===== config.mk =====
export PLATFORM = sky130hd
export DESIGN_NAME = dac_group_latch
export DESIGN_NICKNAME = d
export VERILOG_FILES = /design/src/rtl/dgl_pkg.sv /design/src/rtl/dgl_edge_sync.sv /design/src/rtl/dgl_chan.sv /design/src/rtl/dgl_upd_ctrl.sv /design/src/rtl/dac_group_latch.sv
export SDC_FILE = /design/constraint.sdc
export NUM_CORES = 1
export LEC_CHECK = 0
export BUFFER_PORTS_ARGS = -buffer_cell sky130_fd_sc_hd__clkbuf_2
export CAP_MARGIN = 20
export CORE_MARGIN = 3
export CORE_UTILIZATION = 28
export DETAILED_ROUTE_END_ITERATION = 7
export GPL_TIMING_DRIVEN = 0
export PLACE_DENSITY_LB_ADDON = 0.2
export SLEW_MARGIN = 15
export SYNTH_ARGS = -nofsm -noshare
export SYNTH_HDL_FRONTEND = slang
export SYNTH_SLANG_ARGS = --single-unit

===== constraint.sdc =====
create_clock -name clk -period 1.8 [get_ports clk]
set_clock_uncertainty 0.05 [all_clocks]
set_input_delay 0.27 -clock clk [delete_from_list [all_inputs] [get_ports clk]]
set_output_delay 0.27 -clock clk [all_outputs]
set_load 0.01 [all_outputs]

===== src/rtl/dgl_pkg.sv =====
package dgl_pkg;
   typedef enum logic [1:0] {
      LS_WRITE  = 2'd0,
      LS_SECOND = 2'd1,
      LS_TIMER  = 2'd2,
      LS_EXT    = 2'd3
   } lsel_e;

   typedef struct packed {
      logic  grp;
      lsel_e lsel;
      logic  en;
   } ctrl_t;

   localparam int unsigned CTRL_W   = 4;
   localparam int unsigned ADDR_W   = 2;
   localparam logic [1:0]  A_DATA0  = 2'd0;
   localparam logic [1:0]  A_DATA1  = 2'd1;
   localparam logic [1:0]  A_CTRL0  = 2'd2;
   localparam logic [1:0]  A_CTRL1  = 2'd3;
endpackage


===== src/rtl/dgl_edge_sync.sv =====
module dgl_edge_sync #(
   parameter int unsigned STAGES = 2
) (
   input  logic clk,
   input  logic rst_n,
   input  logic async_i,
   output logic rise_o
);
   localparam int unsigned SH_W = STAGES + 1;

   if (STAGES < 2) begin : g_bad_stages
      $error("dgl_edge_sync: STAGES must be at least 2");
   end

   logic [SH_W-1:0] sh_q;

   always_ff @(posedge clk) begin
      if (!rst_n) sh_q <= '0;
      else        sh_q <= {sh_q[SH_W-2:0], async_i};
   end

   assign rise_o = sh_q[STAGES-1] & ~sh_q[STAGES];

   // a level held high yields exactly one trigger cycle
   p_single_pulse_r8: assert property (@(posedge clk) disable iff (!rst_n)
      rise_o |=> !rise_o);
endmodule


===== src/rtl/dgl_chan.sv =====
module dgl_chan
   import dgl_pkg::*;
#(
   parameter int unsigned DATA_W  = 12,
   parameter bit          HAS_GRP = 1'b0
) (
   input  logic              clk,
   input  logic              rst_n,
   input  logic              data_we,
   input  logic              ctrl_we,
   input  logic [DATA_W-1:0] wdata,
   input  logic              fire,
   output ctrl_t             ctrl_o,
   output logic              flag_o,
   output logic [DATA_W-1:0] code_o,
   output logic              upd_o
);
   if (DATA_W < CTRL_W) begin : g_bad_width
      $error("dgl_chan: DATA_W must hold a control word");
   end

   logic [DATA_W-1:0] data_q;
   logic              en_q;
   lsel_e             lsel_q;
   logic              grp_q;

   always_ff @(posedge clk) begin
      if (!rst_n) begin
         data_q <= '0;
         en_q   <= 1'b0;
         lsel_q <= LS_WRITE;
      end else begin
         if (data_we) data_q <= wdata;
         if (ctrl_we) begin
            en_q   <= wdata[0];
            lsel_q <= lsel_e'(wdata[2:1]);
         end
      end
   end

   if (HAS_GRP) begin : g_grp
      always_ff @(posedge clk) begin
         if (!rst_n)       grp_q <= 1'b0;
         else if (ctrl_we) grp_q <= wdata[3];
      end
   end else begin : g_no_grp
      logic unused_grp_bit;
      assign unused_grp_bit = wdata[3];
      assign grp_q = 1'b0;
   end

   // written-since-update flag; a write at the update edge re-arms it
   always_ff @(posedge clk) begin
      if (!rst_n)       flag_o <= 1'b0;
      else if (data_we) flag_o <= 1'b1;
      else if (fire)    flag_o <= 1'b0;
   end

   always_ff @(posedge clk) begin
      if (!rst_n) begin
         code_o <= '0;
         upd_o  <= 1'b0;
      end else begin
         upd_o <= fire;
         if (fire) code_o <= data_q;
      end
   end

   assign ctrl_o = '{grp: grp_q, lsel: lsel_q, en: en_q};

   // an update with no write at that edge drops the flag
   p_flag_clear_r9: assert property (@(posedge clk) disable iff (!rst_n)
      (fire && !data_we) |=> !flag_o);
   // a write always leaves the flag set
   p_flag_set_r9: assert property (@(posedge clk) disable iff (!rst_n)
      data_we |=> flag_o);
   // the latch only moves together with its strobe
   p_latch_hold_r5: assert property (@(posedge clk) disable iff (!rst_n)
      !upd_o |-> $stable(code_o));
endmodule


===== src/rtl/dgl_upd_ctrl.sv =====
module dgl_upd_ctrl
   import dgl_pkg::*;
(
   input  ctrl_t ctrl0,
   input  ctrl_t ctrl1,
   input  logic  flag0,
   input  logic  flag1,
   input  logic  tmr_rise,
   input  logic  ext_rise,
   output logic  grp_on,
   output logic  fire0,
   output logic  fire1
);
   function automatic logic src_hit(lsel_e s, logic flag, logic tr, logic er);
      case (s)
         LS_TIMER: return tr;
         LS_EXT:   return er;
         default:  return flag;
      endcase
   endfunction

   logic grp_ready;
   logic grp_fire;

   always_comb begin
      grp_on    = ctrl0.grp;
      grp_ready = ctrl0.en && ctrl1.en &&
                  (ctrl0.lsel != LS_WRITE) && (ctrl1.lsel != LS_WRITE) &&
                  flag0 && flag1;
      grp_fire  = grp_ready && src_hit(ctrl1.lsel, 1'b1, tmr_rise, ext_rise);
      if (grp_on) begin
         fire0 = grp_fire;
         fire1 = grp_fire;
      end else begin
         fire0 = ctrl0.en && src_hit(ctrl0.lsel, flag0, tmr_rise, ext_rise);
         fire1 = ctrl1.en && src_hit(ctrl1.lsel, flag1, tmr_rise, ext_rise);
      end
   end
endmodule


===== src/rtl/dac_group_latch.sv =====
module dac_group_latch
   import dgl_pkg::*;
#(
   parameter int unsigned DATA_W      = 12,
   parameter int unsigned SYNC_STAGES = 2
) (
   input  logic              clk,
   input  logic              rst_n,
   input  logic              wr_en,
   input  logic [ADDR_W-1:0] wr_addr,
   input  logic [DATA_W-1:0] wr_data,
   input  logic              tmr_cmp_i,
   input  logic              ext_trig_i,
   output logic [DATA_W-1:0] code0_o,
   output logic [DATA_W-1:0] code1_o,
   output logic              upd0_o,
   output logic              upd1_o
);
   localparam int unsigned NTRIG = 2;

   logic [NTRIG-1:0] trig_raw;
   logic [NTRIG-1:0] trig_rise;
   ctrl_t            ctrl0, ctrl1;
   logic             flag0, flag1;
   logic             fire0, fire1;
   logic             grp_on;

   assign trig_raw = {ext_trig_i, tmr_cmp_i};

   for (genvar t = 0; t < NTRIG; t++) begin : g_sync
      dgl_edge_sync #(.STAGES(SYNC_STAGES)) i_sync (
         .clk     (clk),
         .rst_n   (rst_n),
         .async_i (trig_raw[t]),
         .rise_o  (trig_rise[t])
      );
   end

   dgl_chan #(.DATA_W(DATA_W), .HAS_GRP(1'b1)) i_ch0 (
      .clk     (clk),
      .rst_n   (rst_n),
      .data_we (wr_en && (wr_addr == A_DATA0)),
      .ctrl_we (wr_en && (wr_addr == A_CTRL0)),
      .wdata   (wr_data),
      .fire    (fire0),
      .ctrl_o  (ctrl0),
      .flag_o  (flag0),
      .code_o  (code0_o),
      .upd_o   (upd0_o)
   );

   dgl_chan #(.DATA_W(DATA_W), .HAS_GRP(1'b0)) i_ch1 (
      .clk     (clk),
      .rst_n   (rst_n),
      .data_we (wr_en && (wr_addr == A_DATA1)),
      .ctrl_we (wr_en && (wr_addr == A_CTRL1)),
      .wdata   (wr_data),
      .fire    (fire1),
      .ctrl_o  (ctrl1),
      .flag_o  (flag1),
      .code_o  (code1_o),
      .upd_o   (upd1_o)
   );

   dgl_upd_ctrl i_ctrl (
      .ctrl0    (ctrl0),
      .ctrl1    (ctrl1),
      .flag0    (flag0),
      .flag1    (flag1),
      .tmr_rise (trig_rise[0]),
      .ext_rise (trig_rise[1]),
      .grp_on   (grp_on),
      .fire0    (fire0),
      .fire1    (fire1)
   );

   // under grouping the two strobes never split
   p_atomic_r5: assert property (@(posedge clk) disable iff (!rst_n)
      $past(grp_on) |-> (upd0_o == upd1_o));
   // a grouped load needs both written flags
   p_both_written_r6: assert property (@(posedge clk) disable iff (!rst_n)
      ($past(grp_on) && upd0_o) |-> $past(flag0 && flag1));
   // a cleared enable under grouping blocks both latches
   p_enable_gate_r7: assert property (@(posedge clk) disable iff (!rst_n)
      $past(grp_on && !(ctrl0.en && ctrl1.en)) |-> (!upd0_o && !upd1_o));
   // a zero load-select under grouping blocks both latches
   p_zero_sel_r10: assert property (@(posedge clk) disable iff (!rst_n)
      $past(grp_on && ((ctrl0.lsel == LS_WRITE) || (ctrl1.lsel == LS_WRITE)))
      |-> (!upd0_o && !upd1_o));
endmodule


==> metrics.txt, run 1 <==
Final #Nets 347; P&R area growth vs syn 21.03%; CP Data Arrival Time 1.74 ns; Worst R2R Setup Slack 0.27 ns; Reg clk slew, reported paths 0.07 ns; routed wl met3 260 microns; Yosys cell types 26; top-level I/O count 45; Worst Path Required 2.01 ns; register bit total from synthesis 65; die footprint 10,250 sq um; kind of critical path register to register; Global Route Usage Sum 12.00%; cells after synthesis 274; Least-Margin Pin Slew 0.5357 ns; fin util 35.08%; crit path time final 1.532 ns; largest net degree at the start of global routing 11; Max Buffers Root-to-Sink 2; DRC 0; Comb pwr share 5.4%; vias in the first global route 2,010; crit-path max FO 10; CTS tree yes; Int Pwr 2.192 mW; fin crit share 85.13%; DR WL/cell 12.85 microns; CTS resizes 0; Die X 101.2 microns; clock latency on the worst-skew pair 0.33 ns; top cell family by delay on the critical path flip-flops; antenna violations before repair 0; total number of vias 1,953; Clock power frac 42.1%; fin area 3074 sq um; CTS root buffer clkbuf_8; core region area 8763 sq um; Worst Path Buf+Inv 2; crit path launch type register; WHS Endpoint g_sync[1].i_sync.sh_q[0]$_SDFF_PN0_; CTS buffer count 9; P_sw 643.9 uW; switching share of power 22.70%; hold depth 2; DP HPWL 4253 microns; worst-case reg-to-reg path depth 6; Rel. slew slack 64.29%; YS warnings 0; worst r2r src i_ch1.lsel_q[0]$_SDFFE_PN0P_; unrepaired setup endpoints after global routing no; Top Layer Used met4; cells along the critical path o22ai_2 -> nor3_2 -> o21a_1 -> buf_6 -> buf_12 -> mux2i_1; PortBufs 43; clock sink count 65; grt ovf 0; Row Count 34; share of the synthesized area in the top cell type 51.23%; top post-synthesis cells by area dfxtp_1 (51%), nand2_1 (15%), mux2i_1 (12%), a21boi_0 (7.1%), and2_1 (2.0%); M1 WL 2909 microns; die span in y 101.2 microns; drt total wl 5643 microns; max cap viols 0; Post-Syn Nets 293; Leak 1.250 nW; max incr delay on CP 0.41 ns; Via density 4.449; Initial Utilization 28.98%; worst hold path class input port to register; pwr dens 922.6 nW/um^2; worst reg2reg path endpoint i_ch1.code_o[4]$_SDFFE_PN0P_; Worst path slowest cell dfxtp_1; DRT iter0 DRCs 23; final max-slew violation count 0; placed cell count 425; Post-Syn Area 2540 sq um; Post-CTS Setup Inserts 0; Final Non-Filler Cells 439; htree depth 3; setup TNS 0 ns; peak supply drop 541.6 uV; Hold Vio Cnt, Final 0; leading area contributor after synthesis dfxtp_1; outcome complete, no violations; cts hold-fix bufs 0; Routed Antenna Nets 0; part of the power in registers 52.5%; drt pass-1 iters 4; Met2 Wirelength 2443 microns; layout cells sized above 1 20.85%; Placed Area 2890 sq um; CP endpoint kind register; Setup violations, final 0; Syn Area/Cell 9.270 sq um; critical hold path startpoint ext_trig_i; max frequency 0.6526 GHz; sequential fraction of the synthesis area 51.23%; global-route wire length before repair 9542 microns; routability-driven placement congestion ratio 0.7467; antenna cells 0
==> layout make-up <==
class | instances | area, sq um
Clock inverter | 3 | 42.54
Buffer | 17 | 98.84
Sequential cell | 65 | 1301
Fill cell | 944 | 5689
Tap cell | 108 | 135.1
Multi-Input combinational cell | 191 | 1136
Timing Repair Buffer | 43 | 215.2
Inverter | 1 | 3.754
Clock buffer | 11 | 141.4
==> routing by layer <==
layer,track usage [%],vias to the layer above
met4,3.067,0
met1,16.34,914
met3,4.339,2
met5,0,-
li1,-,1000
met2,18.06,37
==> cell families after synthesis <==
family | after synthesis | share of synthesized area, %
muxes | 31 | 12.22
AOI/OAI and AO/OA | 31 | 9.901
buffers and inverters | 18 | 4.039
and+or+nand+nor | 129 | 22.61
DFF | 65 | 51.23
==> cells in the final DEF, fill, tap and decap left out <==
master and instances:
a21boi_0 24, a22oi_2 1, a31o_2 1, and2_1 8
and3b_1 1, buf_12 1, buf_2 3, buf_6 2
bufinv_16 1, clkbuf_1 12, clkbuf_2 43, clkbuf_8 10
clkinv_2 1, clkinvlp_4 1, dfxtp_1 65, inv_1 1
mux2i_1 31, nand2_1 99, nand3_1 2, nand3b_1 4
nor2_1 2, nor2b_1 8, nor3_2 1, nor3b_1 2
nor3b_2 1, o21a_1 1, o21ai_0 1, o22ai_2 1
o311ai_1 1, o311ai_2 1, or3b_2 1
==> metrics by stage <==
| stage | total power, mW | worst slack (ns) | hold slack, ns |
|---|---|---|---|
| after detailed placement | 1.678 | 0.2683 | 0.3723 |
| after floorplan | 1.611 | 0.4581 | 0.3473 |
| after CTS | 2.888 | 0.2484 | 0.08037 |
| final | 2.836 | 0.2677 | 0.09733 |
| after global routing | 2.967 | 0.1054 | 0.1014 |
| after global placement | 1.675 | 0.2765 | 0.3670 |
==> Yosys cell counts <==
master / instances
dfxtp_1: 65
and2_1: 8
nand3b_1: 4
nor2_1: 2
buf_12: 1
o311ai_1: 1
nand3_1: 2
or3b_2: 1
o21a_1: 1
a22oi_2: 1
nor3b_2: 1
buf_6: 2
nor2b_1: 8
o22ai_2: 1
nor3b_1: 2
nand2_1: 99
nor3_2: 1
mux2i_1: 31
a31o_2: 1
a21boi_0: 24
and3b_1: 1
inv_1: 1
o311ai_2: 1
buf_2: 3
o21ai_0: 1
clkbuf_1: 11
==> power groups by stage <==
stage / sequential [mW] / clock [mW] / combinational, mW
after floorplan: 1.52 / 0 / 0.0950
after global placement: 1.52 / 0 / 0.155
after detailed placement: 1.52 / 0 / 0.157
after CTS: 1.49 / 1.24 / 0.157
after global routing: 1.49 / 1.30 / 0.175
final: 1.49 / 1.19 / 0.154
==> worst register-to-register path, delay by kind of cell (launching register included) <==
kind	cells	cell delay, ns
mux	1	0.19
simple gates	1	0.22
flops	1	0.41
compound gates	2	0.32
buf+inv	2	0.29
==> flip-flops by register name (all words and copies together), names as in the netlist, 2 cells and up <==
signal,count
g_sync.i_sync.sh_q,6
i_ch0.code_o,12
i_ch0.lsel_q,2
i_ch1.code_o,12
i_ch1.lsel_q,2
i_ch1.data_q,12
i_ch0.data_q,12
==> how the worst max path moves through the flow <==
stage                                 startpoint                       endpoint  slack (ns)  cells after the start
global placement    i_ch0.lsel_q[0]$_SDFFE_PN0P_   i_ch0.code_o[5]$_SDFFE_PN0P_        0.28                      5
global route        i_ch0.lsel_q[0]$_SDFFE_PN0P_   i_ch1.code_o[4]$_SDFFE_PN0P_        0.11                      6
floorplan           i_ch0.lsel_q[0]$_SDFFE_PN0P_  i_ch0.code_o[10]$_SDFFE_PN0P_        0.46                      5
finish              i_ch1.lsel_q[0]$_SDFFE_PN0P_   i_ch1.code_o[4]$_SDFFE_PN0P_        0.27                      6
detailed placement  i_ch0.lsel_q[0]$_SDFFE_PN0P_   i_ch1.code_o[4]$_SDFFE_PN0P_        0.27                      6
CTS                 i_ch0.lsel_q[0]$_SDFFE_PN0P_   i_ch1.code_o[4]$_SDFFE_PN0P_        0.25                      6
Power figures use the tool's default switching activity.
==> run 2: changes to the inputs <==
--- a/config.mk
+++ b/config.mk
@@ -11,8 +11,10 @@
 export CORE_UTILIZATION = 28
 export DETAILED_ROUTE_END_ITERATION = 7
 export GPL_TIMING_DRIVEN = 0
-export PLACE_DENSITY_LB_ADDON = 0.2
+export PLACE_DENSITY_LB_ADDON = 0.15
+export REMOVE_ABC_BUFFERS = 1
 export SLEW_MARGIN = 15
 export SYNTH_ARGS = -nofsm -noshare
 export SYNTH_HDL_FRONTEND = slang
+export SYNTH_HIERARCHICAL = 1
 export SYNTH_SLANG_ARGS = --single-unit
==> run 2 against run 1 <==
  * First-iteration DRC count is 110% higher
  * Cell count down 13%
  * Total power increased by 2.8%
  * Fmax decreased by 9.3%
  * Utilization is 0.19 points lower
  * Synthesized cell count is 18% lower
  * Clock-buffer cell count grew 3
  * Critical path type unchanged
==> metrics.txt, run 2 <==
drt pass-1 iters 4 (unchanged); Row Count 34 (unchanged); crit path time final 1.689 ns (was 1.532 ns); crit-path max FO 14 (was 10); top-level I/O count 45 (unchanged); Setup violations, final 0 (unchanged); pwr dens 940.4 nW/um^2 (was 922.6 nW/um^2); DRT iter0 DRCs 48 (was 23); cells along the critical path nand4_1 -> o22ai_1 -> and3_4 -> and2b_2 -> o21a_1 (was o22ai_2 -> nor3_2 -> o21a_1 -> buf_6 -> buf_12 -> mux2i_1); GR peak layer met2 (unchanged); outcome complete, no violations (unchanged); GR Util met3 3.315% (was 4.339%); max cap viols 0 (unchanged); global-route met2 utilization 14.30% (was 18.06%); final max-slew violation count 0 (unchanged); Hold Vio Cnt, Final 0 (unchanged); WHS 0.09300 ns (was 0.09733 ns); kind of critical path register to register (unchanged); total number of vias 1,602 (was 1,953); Clock power frac 43.4% (was 42.1%); layout cells sized above 1 27.57% (was 20.85%); antenna violations before repair 0 (unchanged); die footprint 10,520 sq um (was 10,250 sq um); vias in the first global route 1,546 (was 2,010); Int Pwr 2.311 mW (was 2.192 mW); worst reg2reg path endpoint i_ch1/flag_o$_SDFFE_PN0P_ (was i_ch1.code_o[4]$_SDFFE_PN0P_); fin area 3102 sq um (was 3074 sq um); switching share of power 20.77% (was 22.70%); max incr delay on CP 0.41 ns (about the same); Via density 4.216 (was 4.449); Global Route Usage Sum 10.28% (was 12.00%); crit path launch type register (unchanged); CP Data Arrival Time 1.86 ns (was 1.74 ns); Die X 102.6 microns (was 101.2 microns); Rel. slew slack 41.19% (was 64.29%); Worst R2R Setup Slack 0.11 ns (was 0.27 ns); routability-driven placement congestion ratio 0.7320 (was 0.7467); clock sink count 65 (unchanged); Least-Margin Pin Slew 0.8821 ns (was 0.5357 ns); Syn Area/Cell 11.66 sq um (was 9.270 sq um); worst r2r src i_ch0/grp_q$_SDFFE_PN0P_ (was i_ch1.lsel_q[0]$_SDFFE_PN0P_); Worst Path Required 1.97 ns (was 2.01 ns); setup TNS 0 ns (unchanged); Reg clk slew, reported paths 0.06 ns (was 0.07 ns); Leak 1.134 nW (was 1.250 nW); max frequency 0.5922 GHz (was 0.6526 GHz); setup ws final 0.1113 ns (was 0.2677 ns); worst-case reg-to-reg path depth 5 (was 6); GR Util met1 13.71% (was 16.34%); Setup crit end i_ch1/flag_o$_SDFFE_PN0P_ (was i_ch1.code_o[4]$_SDFFE_PN0P_); clock latency on the worst-skew pair 0.33 ns (about the same); drt total wl 5062 microns (was 5643 microns); commonest cells after routing, fill and taps aside dfxtp_1 (65), mux2i_1 (57), nor2b_1 (55) (was nand2_1 (99), dfxtp_1 (65), clkbuf_2 (43)); CP endpoint kind register (unchanged); Initial Utilization 29.37% (was 28.98%); YS warnings 6 (was 0); fin util 34.89% (was 35.08%); core region area 8891 sq um (was 8763 sq um); Post-Syn Area 2611 sq um (was 2540 sq um); htree depth 3 (unchanged); PortBufs 44 (was 43); Placed Area 2810 sq um (was 2890 sq um); cts hold-fix bufs 0 (unchanged); unrepaired setup endpoints after global routing no (unchanged); peak supply drop 291.4 uV (was 541.6 uV); Max Buffers Root-to-Sink 2 (unchanged); Routed Antenna Nets 0 (unchanged); grt ovf 0 (unchanged); worst hold path class input port to register (unchanged); fin crit share 93.81% (was 85.13%); Final #Nets 286 (was 347); most common cell after layout, fill and taps aside dfxtp_1 (was nand2_1); CTS tree yes (unchanged); die span in y 102.6 microns (was 101.2 microns); CTS root buffer clkbuf_8 (unchanged); DR WL/cell 13.32 microns (was 12.85 microns); Comb pwr share 5.6% (was 5.4%); DRC 0 (unchanged); P_sw 605.9 uW (was 643.9 uW); largest net degree at the start of global routing 66 (was 11); Worst path slowest cell and3_4 (was dfxtp_1); part of the power in registers 51.1% (was 52.5%); P&R area growth vs syn 18.78% (was 21.03%); antenna cells 0 (unchanged); setup slack after placement -0.5261 ns (was 0.2683 ns); global-route wire length before repair 8038 microns (was 9542 microns); Critical path origin i_ch0/grp_q$_SDFFE_PN0P_ (was i_ch1.lsel_q[0]$_SDFFE_PN0P_); CTS buffer count 9 (unchanged); DP HPWL 3190 microns (was 4253 microns); cells after synthesis 224 (was 274)
-- run 2: worst max-delay path, delay by kind of cell, from the launching register on --
kind	cells	cell delay [ns]
flip-flops	1	0.40
AO/OA/AOI/OAI	2	0.32
AND/OR/NAND/NOR	3	0.81
-- run 2: power by group through the flow --
stage,clock network (mW),logic (mW),registers (mW)
after detailed placement,0,0.157,1.52
after floorplan,0,0.0907,1.52
after global routing,1.38,0.180,1.49
after global placement,0,0.152,1.52
after CTS,1.32,0.161,1.49
final,1.26,0.163,1.49
-- run 2: routing by layer --
metal	vias to the layer above	wire length, microns
met5	-	0
met4	0	121
met3	8	253
met2	32	2181
met1	735	2505
li1	827	-
-- run 2: how the worst min path moves through the flow --
stage,startpoint,endpoint,cells after the start
floorplan,rst_n,i_ch0/flag_o$_SDFFE_PN0P_,1
global placement,g_sync[0].i_sync/sh_q[0]$_SDFF_PN0_,g_sync[0].i_sync/sh_q[1]$_SDFF_PN0_,1
detailed placement,g_sync[0].i_sync/sh_q[0]$_SDFF_PN0_,g_sync[0].i_sync/sh_q[1]$_SDFF_PN0_,1
CTS,tmr_cmp_i,g_sync[0].i_sync/sh_q[0]$_SDFF_PN0_,2
global route,ext_trig_i,g_sync[1].i_sync/sh_q[0]$_SDFF_PN0_,2
finish,ext_trig_i,g_sync[1].i_sync/sh_q[0]$_SDFF_PN0_,2
-- run 2: metrics by stage --
step           std cells  power [mW]
3_5_place_dp         359       1.679
3_3_place_gp         358       1.673
4_1_cts              379       2.974
6_report             380       2.917
5_1_grt              380       3.057
2_1_floorplan        206       1.607
-- run 2: cell type report --
cell class / instances / area, sq um
fill: 916 / 5789
sequential: 65 / 1301
multi-input combinational: 140 / 1149
timing repair buffer: 50 / 305.3
clock buffer: 14 / 172.7
tap: 108 / 135.1
clock inverter: 2 / 35.03
inverter: 1 / 3.754
-- run 2: repair_timing --
item                                    4_1_cts  5_1_grt
pin swaps                                     0        2
setup buffers                                 4        0
endpoints found under the setup margin       28       10
hold endpoints to repair                      0        0
gates resized for setup                       4        0
==> run 3: changes to the inputs <==
--- a/config.mk
+++ b/config.mk
@@ -9,10 +9,12 @@
 export CAP_MARGIN = 20
 export CORE_MARGIN = 3
 export CORE_UTILIZATION = 28
+export CTS_BUF_LIST = sky130_fd_sc_hd__clkbuf_2 sky130_fd_sc_hd__clkbuf_4 sky130_fd_sc_hd__clkbuf_8
 export DETAILED_ROUTE_END_ITERATION = 7
 export GPL_TIMING_DRIVEN = 0
 export PLACE_DENSITY_LB_ADDON = 0.15
 export REMOVE_ABC_BUFFERS = 1
+export SKIP_CTS_REPAIR_TIMING = 1
 export SLEW_MARGIN = 15
 export SYNTH_ARGS = -nofsm -noshare
 export SYNTH_HDL_FRONTEND = slang
==> constraint.sdc (replaced) <==
create_clock -name clk -period 1.7 [get_ports clk]
set_clock_uncertainty 0.05 [all_clocks]
set_input_delay 0.255 -clock clk [delete_from_list [all_inputs] [get_ports clk]]
set_output_delay 0.255 -clock clk [all_outputs]
set_load 0.01 [all_outputs]
==> run 3 against run 2 <==
  * Sequential power increased by 6%
  * Critical path depth grew 2
  * Die area did not move
  * Clock power is 9% higher
  * Cell count is 0.53% higher
  * First-iteration DRC count shrank 21%
  * Via count shrank 0.44%
  * Final area up 1.6%
  * Critical path type unchanged
  * Critical endpoint is now i_ch0/code_o[1]$_SDFFE_PN0P_
==> metrics.txt, run 3 (synthesis results as in run 2) <==
Via density 4.175 (was 4.216); die footprint 10,520 sq um (unchanged); DR WL/cell 13.35 microns (was 13.32 microns); WHS 0.07546 ns (was 0.09300 ns); WHS Endpoint g_sync[1].i_sync/sh_q[0]$_SDFF_PN0_ (unchanged); multi-input logic area 1149 sq um (unchanged); unrepaired setup endpoints after global routing yes (was no); grt ovf 0 (unchanged); Reg clk slew, reported paths 0.06 ns (about the same); CP endpoint kind register (unchanged); fin crit share 95.84% (was 93.81%); P&R area growth vs syn 20.70% (was 18.78%); drt total wl 5098 microns (was 5062 microns); worst-case reg-to-reg path depth 7 (was 5); Reg area 1304 sq um (was 1301 sq um); layout cells sized above 1 29.56% (was 27.57%); clock latency on the worst-skew pair 0.33 ns (about the same); # fillers 911 (was 916); largest net degree at the start of global routing 66 (unchanged); global-route wire length before repair 7928 microns (was 8038 microns); Initial Utilization 29.37% (unchanged); top cell family by delay on the critical path compound AO/OA/AOI/OAI gates (was simple AND/OR/NAND/NOR gates); max cap viols 0 (unchanged); Hold Vio Cnt, Final 0 (unchanged); commonest cells after routing, fill and taps aside dfxtp_1 (63), mux2i_1 (57), nor2b_1 (55) (was dfxtp_1 (65), mux2i_1 (57), nor2b_1 (55)); Die X 102.6 microns (unchanged); Setup violations, final 0 (unchanged); crit path time final 1.629 ns (was 1.689 ns); core region area 8891 sq um (unchanged); Worst R2R Setup Slack 0.07 ns (was 0.11 ns); setup ws final 0.07068 ns (was 0.1113 ns); setup slack after placement -0.6261 ns (was -0.5261 ns); pwr dens 991.3 nW/um^2 (was 940.4 nW/um^2); DRT iter0 DRCs 38 (was 48); drt pass-1 iters 4 (unchanged); Row Count 34 (unchanged); Rel. slew slack 41.00% (was 41.19%); kind of critical path register to register (unchanged); critical hold path startpoint ext_trig_i (unchanged); CTS root buffer clkbuf_8 (unchanged); antenna cells 0 (unchanged); Worst path slowest cell a2111oi_2 (was and3_4); crit path launch type register (unchanged); antenna violations before repair 0 (unchanged); CTS tree yes (unchanged); Critical Path Most Common Cell mux2i_1; Max Buffers Root-to-Sink 2 (unchanged); worst hold path class input port to register (unchanged); fin area 3152 sq um (was 3102 sq um); worst r2r src g_sync[0].i_sync/sh_q[1]$_SDFF_PN0_ (was i_ch0/grp_q$_SDFFE_PN0P_); outcome complete, no violations (unchanged); peak supply drop 306.0 uV (was 291.4 uV); max incr delay on CP 0.34 ns (was 0.41 ns); vias in the first global route 1,526 (was 1,546); hold depth 2 (unchanged); CTS buffer count 9 (unchanged); top-level I/O count 45 (unchanged); die span in y 102.6 microns (unchanged); Final #Nets 288 (was 286); Least-Margin Pin Slew 0.8851 ns (was 0.8821 ns); DP HPWL 3190 microns (unchanged); PortBufs 44 (unchanged); htree depth 3 (unchanged); routability-driven placement congestion ratio 0.7320 (unchanged); worst reg2reg path endpoint i_ch0/code_o[1]$_SDFFE_PN0P_ (was i_ch1/flag_o$_SDFFE_PN0P_); clock sink count 65 (unchanged); cells along the critical path nor2b_4 -> mux2i_1 -> a2111oi_2 -> a31o_4 -> buf_4 -> mux2i_1 -> nor2b_1 (was nand4_1 -> o22ai_1 -> and3_4 -> and2b_2 -> o21a_1); Global Route Usage Sum 10.11% (was 10.28%); crit-path max FO 4 (was 14); Worst Path Required 1.87 ns (was 1.97 ns); Placed Area 2810 sq um (unchanged); total number of vias 1,595 (was 1,602); Power Total 3.124 mW (was 2.917 mW); max frequency 0.6138 GHz (was 0.5922 GHz); DRC 0 (unchanged); most common cell after layout, fill and taps aside dfxtp_1 (unchanged); Leak 1.158 nW (was 1.134 nW); Routed Antenna Nets 0 (unchanged); Worst Path Buf+Inv 1 (was 0); final max-slew violation count 0 (unchanged); CP Data Arrival Time 1.80 ns (was 1.86 ns)
-- run 3: changes by cell type in the layout (fill, tap and decap cells not counted) --
cell	delta
buf_12	+2
dfxtp_1	-2
clkbuf_1	-2
clkbuf_4	+2
dfxtp_2	+2
-- run 3: through the flow --
step | TNS, ns | cells | utilization [%]
finish | 0 | 382 | 35.45
global route | -0.2139 | 382 | 35.45
CTS | -12.49 | 375 | 34.03
detailed placement | -12.07 | 359 | 31.61
global placement | -16.61 | 358 | 31.37
floorplan | -1.649 | 206 | -
-- run 3: worst max-delay path by stage --
stage                                                   start                            to  slack, ns  cells after the start
after CTS                 g_sync[1].i_sync/sh_q[1]$_SDFF_PN0_     i_ch0/flag_o$_SDFFE_PN0P_      -0.65                      6
after global routing      g_sync[1].i_sync/sh_q[1]$_SDFF_PN0_  i_ch0/code_o[4]$_SDFFE_PN0P_      -0.04                      7
after detailed placement  g_sync[1].i_sync/sh_q[1]$_SDFF_PN0_     i_ch0/flag_o$_SDFFE_PN0P_      -0.63                      6
after global placement    g_sync[1].i_sync/sh_q[1]$_SDFF_PN0_     i_ch0/flag_o$_SDFFE_PN0P_      -0.63                      6
after floorplan           g_sync[1].i_sync/sh_q[1]$_SDFF_PN0_     i_ch0/flag_o$_SDFFE_PN0P_      -0.25                      6
final                     g_sync[0].i_sync/sh_q[1]$_SDFF_PN0_  i_ch0/code_o[1]$_SDFFE_PN0P_       0.07                      7
-- run 3: area by class of cell --
type / instances / share of cell area (%)
clock buffer: 14 / 5.717
clock inverter: 2 / 1.112
inverter: 1 / 0.1191
multi-input combinational: 140 / 36.44
sequential: 65 / 41.37
tap: 108 / 4.287
timing repair buffer: 52 / 10.96
-- run 3: per-layer routing --
layer / track usage, % / vias up / wire [microns]
met2: 14.50 / 32 / 2200
met4: 5.752 / 0 / 96
met1: 13.29 / 724 / 2543
met3: 3.315 / 8 / 258
met5: 0 / - / 0
li1: - / 831 / -
-- run 3: where the power goes --
group | total [mW] | switching, mW | internal, mW
clock | 1.37 | 0.544 | 0.829
combinational | 0.174 | 0.0798 | 0.0946
sequential | 1.58 | 0.0198 | 1.56
